$ cat src/rtl/sat_pkg.sv
package sat_pkg;
  typedef enum logic [1:0] {
    FLT_NONE    = 2'b00,
    FLT_INVALID = 2'b01,
    FLT_BOUNDS  = 2'b10
  } flt_code_e;
endpackage

$ cat src/rtl/sat_table.sv
module sat_table #(
  parameter int NUM_SEGS = 8,
  parameter int ADDR_W   = 16,
  localparam int IDX_W   = (NUM_SEGS > 1) ? $clog2(NUM_SEGS) : 1
) (
  input  logic              clk,
  input  logic              rst,
  input  logic              wr_en,
  input  logic              wr_kernel,
  input  logic [IDX_W-1:0]  wr_idx,
  input  logic [ADDR_W-1:0] wr_base,
  input  logic [ADDR_W-1:0] wr_limit,
  input  logic              wr_valid,
  output logic              wr_denied,
  input  logic [IDX_W-1:0]  rd_idx,
  output logic [ADDR_W-1:0] rd_base,
  output logic [ADDR_W-1:0] rd_limit,
  output logic              rd_valid
);
  logic [ADDR_W-1:0] base_q  [NUM_SEGS];
  logic [ADDR_W-1:0] limit_q [NUM_SEGS];
  logic [NUM_SEGS-1:0] vld_q;

  function automatic logic [ADDR_W-1:0] dflt_base(input int i);
    case (i)
      0:       return ADDR_W'(16'h4000);
      1:       return ADDR_W'(16'h4800);
      2:       return ADDR_W'(16'hF000);
      default: return '0;
    endcase
  endfunction

  function automatic logic [ADDR_W-1:0] dflt_limit(input int i);
    case (i)
      0:       return ADDR_W'(16'h0800);
      1:       return ADDR_W'(16'h1400);
      2:       return ADDR_W'(16'h1000);
      3:       return ADDR_W'(16'h3000);
      default: return '0;
    endcase
  endfunction

  logic wr_ok;
  assign wr_ok     = wr_en && wr_kernel;
  assign wr_denied = wr_en && !wr_kernel;

  for (genvar g = 0; g < NUM_SEGS; g++) begin : g_ent
    always_ff @(posedge clk) begin
      if (rst) begin
        base_q[g]  <= dflt_base(g);
        limit_q[g] <= dflt_limit(g);
        vld_q[g]   <= (g < 4);
      end else if (wr_ok && (wr_idx == IDX_W'(g))) begin
        base_q[g]  <= wr_base;
        limit_q[g] <= wr_limit;
        vld_q[g]   <= wr_valid;
      end
    end
  end

  always_comb begin
    rd_base  = '0;
    rd_limit = '0;
    rd_valid = 1'b0;
    if (int'(rd_idx) < NUM_SEGS) begin
      rd_base  = base_q[rd_idx];
      rd_limit = limit_q[rd_idx];
      rd_valid = vld_q[rd_idx];
    end
  end
endmodule

$ cat src/rtl/sat_check.sv
module sat_check
  import sat_pkg::*;
#(
  parameter int ADDR_W = 16,
  parameter int OFF_W  = 14
) (
  input  logic [OFF_W-1:0]  offset,
  input  logic [ADDR_W-1:0] base,
  input  logic [ADDR_W-1:0] limit,
  input  logic              seg_ok,
  output logic [ADDR_W-1:0] phys,
  output flt_code_e         code
);
  logic [ADDR_W-1:0] off_ext;
  logic              in_range;

  assign off_ext  = ADDR_W'(offset);
  assign in_range = off_ext < limit;
  assign phys     = base + off_ext;

  always_comb begin
    if (!seg_ok)        code = FLT_INVALID;
    else if (!in_range) code = FLT_BOUNDS;
    else                code = FLT_NONE;
  end
endmodule

$ cat src/rtl/seg_xlate_unit.sv
module seg_xlate_unit
  import sat_pkg::*;
#(
  parameter int NUM_SEGS   = 8,
  parameter int ADDR_W     = 16,
  parameter int VA_SEG_W   = 2,
  localparam int IDX_W     = (NUM_SEGS > 1) ? $clog2(NUM_SEGS) : 1,
  localparam int OFF_W     = ADDR_W - VA_SEG_W
) (
  input  logic              clk,
  input  logic              rst,
  input  logic              req_valid,
  input  logic [ADDR_W-1:0] req_vaddr,
  input  logic              req_seg_sel,
  input  logic [IDX_W-1:0]  req_seg,
  input  logic              cfg_we,
  input  logic              cfg_kernel,
  input  logic [IDX_W-1:0]  cfg_idx,
  input  logic [ADDR_W-1:0] cfg_base,
  input  logic [ADDR_W-1:0] cfg_limit,
  input  logic              cfg_valid,
  output logic              pa_valid,
  output logic [ADDR_W-1:0] pa_addr,
  output logic              fault,
  output logic [1:0]        fault_code,
  output logic              cfg_denied
);
  logic [VA_SEG_W-1:0] va_seg;
  logic [OFF_W-1:0]    va_off;
  logic [IDX_W-1:0]    sel_idx;
  logic [ADDR_W-1:0]   ent_base, ent_limit, sum;
  logic                ent_valid, deny_c;
  flt_code_e           code_c;

  assign va_seg  = req_vaddr[ADDR_W-1 -: VA_SEG_W];
  assign va_off  = req_vaddr[OFF_W-1:0];
  assign sel_idx = req_seg_sel ? req_seg : IDX_W'(va_seg);

  sat_table #(.NUM_SEGS(NUM_SEGS), .ADDR_W(ADDR_W)) u_table (
    .clk(clk), .rst(rst),
    .wr_en(cfg_we), .wr_kernel(cfg_kernel), .wr_idx(cfg_idx),
    .wr_base(cfg_base), .wr_limit(cfg_limit), .wr_valid(cfg_valid),
    .wr_denied(deny_c),
    .rd_idx(sel_idx), .rd_base(ent_base), .rd_limit(ent_limit),
    .rd_valid(ent_valid)
  );

  sat_check #(.ADDR_W(ADDR_W), .OFF_W(OFF_W)) u_check (
    .offset(va_off), .base(ent_base), .limit(ent_limit),
    .seg_ok(ent_valid), .phys(sum), .code(code_c)
  );

  always_ff @(posedge clk) begin
    if (rst) begin
      pa_valid   <= 1'b0;
      pa_addr    <= '0;
      fault      <= 1'b0;
      fault_code <= FLT_NONE;
      cfg_denied <= 1'b0;
    end else begin
      cfg_denied <= deny_c;
      pa_valid   <= req_valid && (code_c == FLT_NONE);
      fault      <= req_valid && (code_c != FLT_NONE);
      fault_code <= req_valid ? code_c : FLT_NONE;
      if (req_valid && (code_c == FLT_NONE)) pa_addr <= sum;
    end
  end
endmodule

$ cat config.mk
export PLATFORM = sky130hd
export DESIGN_NAME = seg_xlate_unit
export DESIGN_NICKNAME = d
export VERILOG_FILES = /design/src/rtl/sat_pkg.sv /design/src/rtl/sat_table.sv /design/src/rtl/sat_check.sv /design/src/rtl/seg_xlate_unit.sv
export SDC_FILE = /design/constraint.sdc
export NUM_CORES = 1
export LEC_CHECK = 0
export ABC_AREA = 0
export BUFFER_PORTS_ARGS = -buffer_cell sky130_fd_sc_hd__buf_4
export CAP_MARGIN = 20
export CELL_PAD_IN_SITES_DETAIL_PLACEMENT = 0
export CELL_PAD_IN_SITES_GLOBAL_PLACEMENT = 2
export CORE_AREA = 2 2 180 182
export DETAILED_ROUTE_END_ITERATION = 12
export DIE_AREA = 0 0 182 184
export PLACE_DENSITY = 0.84
export SLEW_MARGIN = 20
export SYNTH_ARGS = -nofsm -noshare
export SYNTH_HDL_FRONTEND = slang
export SYNTH_SLANG_ARGS = --single-unit
$ cat constraint.sdc
create_clock -name clk -period 5.4 [get_ports clk]
set_clock_uncertainty 0.05 [all_clocks]
set_input_delay 0.54 -clock clk [delete_from_list [all_inputs] [get_ports clk]]
set_output_delay 0.54 -clock clk [all_outputs]
set_load 0.01 [all_outputs]
==> results.md <==
- Final min period: 4.167 ns
- Buffers on Ports: 81
- Seq pwr share: 50.1%
- Critical Path End Type: register
- Mapped Cells: ~960
- Area leader, netlist: edfxtp_1
- CTS Buf Count: 31
- Post-synth top area share: between 50% and 60%
- CP Capture Point: pa_addr[12]
- Status: finished, final reports clean
- Die Width: 182 um
- Core ar.: between 0.03 and 0.04 mm^2
- Relative slew slack: between 20% and 30%
- Synth Area in Compound Gates: under 10%
- FF-to-FF End: pa_addr[12]
- Max Fclk: 0.2400 GHz
- Routed wire length: 33.92 mm
- EDFF count, synth: about 260
- Post-route antenna net violation count: 0
- Post-Synth XOR/XNOR Area: 0.7810%
- Die area: 0.03349 mm^2
- Area delta synth->final: 15.30%
- TritonCTS clock tree: built
- Pre-CTS WS: 0.5883 ns
- Slew @ Worst Pin: 1.083 ns
- PostCTS Resize Cnt: 0
- Vias post-DR: 7923
- Mux cell area share after synthesis: 12.77%
- Max VDD drop: 0.2391 mV
- Io pins: 82
- Drt first pass iters: 5
- Clock root buffer: clkbuf_16
- Drc violations: 0
- Total gr overflow: 0
- Post-synth top cells: 256 x edfxtp_1, 246 x and2_1, 59 x nand2_1
- Row Count: 65
- Initial DRC count: 606
- Syn Std Cell Area: 0.01346 mm^2
- Worst setup path class: primary input to register
- Combinational share of power: between 10% and 20%
- Post-synthesis register bit count: 285
- Net switching fraction of the power: between 20 and 25%
- Number of vias per cell: 5.416
- Slowest-stage cell, CP: o211ai_2
- Final Util: about half
- Simple-Gate Fraction of Synth Area: 16.49%
- Total power draw: 5.150 mW
- Post-CTS setup buffers: 0
- R2R setup slack: 1.97 ns
- Routability Congestion: 0.7909
- Unique cell type count in the Yosys netlist: 50
- Total track usage: 20.62%
- R2r worst-path depth: 10
- Adder-cell share of the synthesized area: 2.659%
- Largest fanout on the critical path: 45
- Dominant synthesized flop cell: edfxtp_1
- RSZ-0062 raised after global routing: false
- Initial Util: 42.87%
- Reg2reg start: u_table.limit_q[3][7]
- Die height: 184 um
- Slew Limit Fails: 0
- Pleak: 5.783 nW
- CP startpoint: req_seg_sel
- Crit-path cells: buf_4 -> mux2_4 -> mux4_2 -> mux2i_1 -> ha_1 -> nand4_1 -> nor2_1 -> nand2_1 -> o311a_1 -> o211ai_2 -> mux2i_1 -> nor2_1
- Sequential fraction of the synthesis area: about 61%
- Period utilization: 77.17%
- Min-delay worst type: primary input to register
- Mean Syn Cell Area: 14.08 um^2
- Max-Cap Viols: 0
- First-pass GRT wire length: roughly 51 mm
- Hold Buf Count CTS: 0
- Final TNS setup: 0 ns
- Final setup vio count: 0
- Initial antenna violation count: 1
- WHS: 0.1252 ns
- WP data arrival: ~4.5 ns
- PD cells: 331.9 mW/mm^2
- Setup crit start kind: primary input
- Final nets: 1125
- Wire length per cell: 23.19 um
- Critical Path Max Stage Delay: 0.88 ns
- Clk pin slew, worst setup/hold paths: 0.06 ns
- CTS H-tree lvls: 1
- Maximum number of pins on one net before global-route repair: 62
- Vias in the first global route: 8183
- DP Wirelength: 20.06 mm
- Top cells by area, synth: edfxtp_1 57%, and2_1 11%, mux4_2 9.5%, dfxtp_1 4.3%, ha_1 2.5%
- Max clock buf depth: 3
- Synth warn: 0
- Largest family of logic cells by synthesized area: simple AND/OR/NAND/NOR gates
- Cell with the most instances after synthesis: edfxtp_1
- Fin worst setup slack: 1.233 ns
- Sw Pwr: approximately 1.3 mW
- Req. time, crit path: 5.77 ns
- Clock power frac: a little under two fifths
- Mapped Nets: about 1000
- Clock insertion delay at the later pin of the skew report: 0.56 ns
- Share of flip-flops with an asynchronous set or reset: 0%
- Final Hold Vio Count: 0
- Sink Count: 285
- Share of cells above drive strength 1: a little over a fifth
- Int Power: 3.892 mW
[area by class of cell]
class                           instances  area (um^2)
Fill cell                            2684        15880
Sequential cell                       285         8268
Multi-Input combinational cell        604         5049
Clock buffer                           39        805.8
Timing Repair Buffer                   98        735.7
Tap cell                              402        503.0
Clock inverter                         18        91.34
Inverter                               16        60.06
Antenna cell                            1        2.502
[critical path, delay by kind of cell]
family	cells	cell delay [ns]
AND/OR/NAND/NOR	4	0.36
buffers and inverters	1	0.15
AO/OA/AOI/OAI	2	1.29
multiplexers	4	1.97
adder cells (fa/ha/maj)	1	0.17
[cell families after synthesis]
kind of cell / count (synthesis)
and+or+nand+nor: 393
DFF: 285
muxes: 96
AOI/OAI and AO/OA: 75
buffers and inverters: 67
adders and majority gates: 28
xor gates and xnor gates: 12
[routing by layer]
| metal | up-vias | part of all wire (%) | global-route usage (%) |
|---|---|---|---|
| li1 | 3663 | - | - |
| met1 | 3981 | 46 | 28.71 |
| met2 | 238 | 46 | 34.20 |
| met3 | 41 | 6.3 | 3.506 |
| met4 | 0 | 1.8 | 4.516 |
| met5 | - | 0 | 0 |
[per-stage QoR]
stage / instance area, um^2 / instances
after global routing: 15510 / 1462
final: 15510 / 1463
after detailed placement: 14620 / 1405
after CTS: 15510 / 1462
after floorplan: 13460 / 956
after global placement: 14620 / 1405
[flip-flops by register name (all words and copies together) (netlist names)]
| name | count |
|---|---|
| fault_code | 2 |
| pa_addr | 16 |
| cfg_denied | 1 |
| u_table.base_q | 128 |
| fault | 1 |
| u_table.limit_q | 128 |
| pa_valid | 1 |
| u_table.vld_q | 8 |
[cell usage in the layout, fill, tap and decap left out, drive strengths merged, types with 3 or more instances in the layout]
cell,netlist,final
a2111oi,4,4
a211oi,3,3
a21o,3,3
a21oi,20,20
and2,246,246
and3,4,4
buf,13,98
clkbuf,38,39
clkinv,0,16
dfxtp,29,29
edfxtp,256,256
ha,27,27
inv,16,17
mux2,6,6
mux2i,31,31
mux4,59,59
nand2,59,59
nand2b,11,11
nand3,4,4
nand3b,3,3
nand4,3,3
nor2,33,33
nor3,12,12
o21a,5,5
o21ai,14,14
o21bai,9,9
o31a,3,3
or2,4,4
or3,8,8
xnor2,6,6
xor2,6,6
[power by group through the flow]
stage | logic (mW) | registers, mW | clock network, mW
floorplan | 0.426 | 2.63 | 0
global placement | 0.681 | 2.62 | 0
detailed placement | 0.684 | 2.63 | 0
CTS | 0.686 | 2.58 | 1.92
global route | 0.743 | 2.59 | 2.00
finish | 0.679 | 2.58 | 1.89
[worst min path at each step]
stage                           from          endpoint  cells after the start
finish                    cfg_kernel        cfg_denied                      2
global route              cfg_kernel        cfg_denied                      2
CTS                       cfg_kernel        cfg_denied                      2
detailed placement        pa_addr[1]        pa_addr[1]                      2
global placement          pa_addr[1]        pa_addr[1]                      2
floorplan           u_table.vld_q[6]  u_table.vld_q[6]                      2
Power figures use the tool's default switching activity.
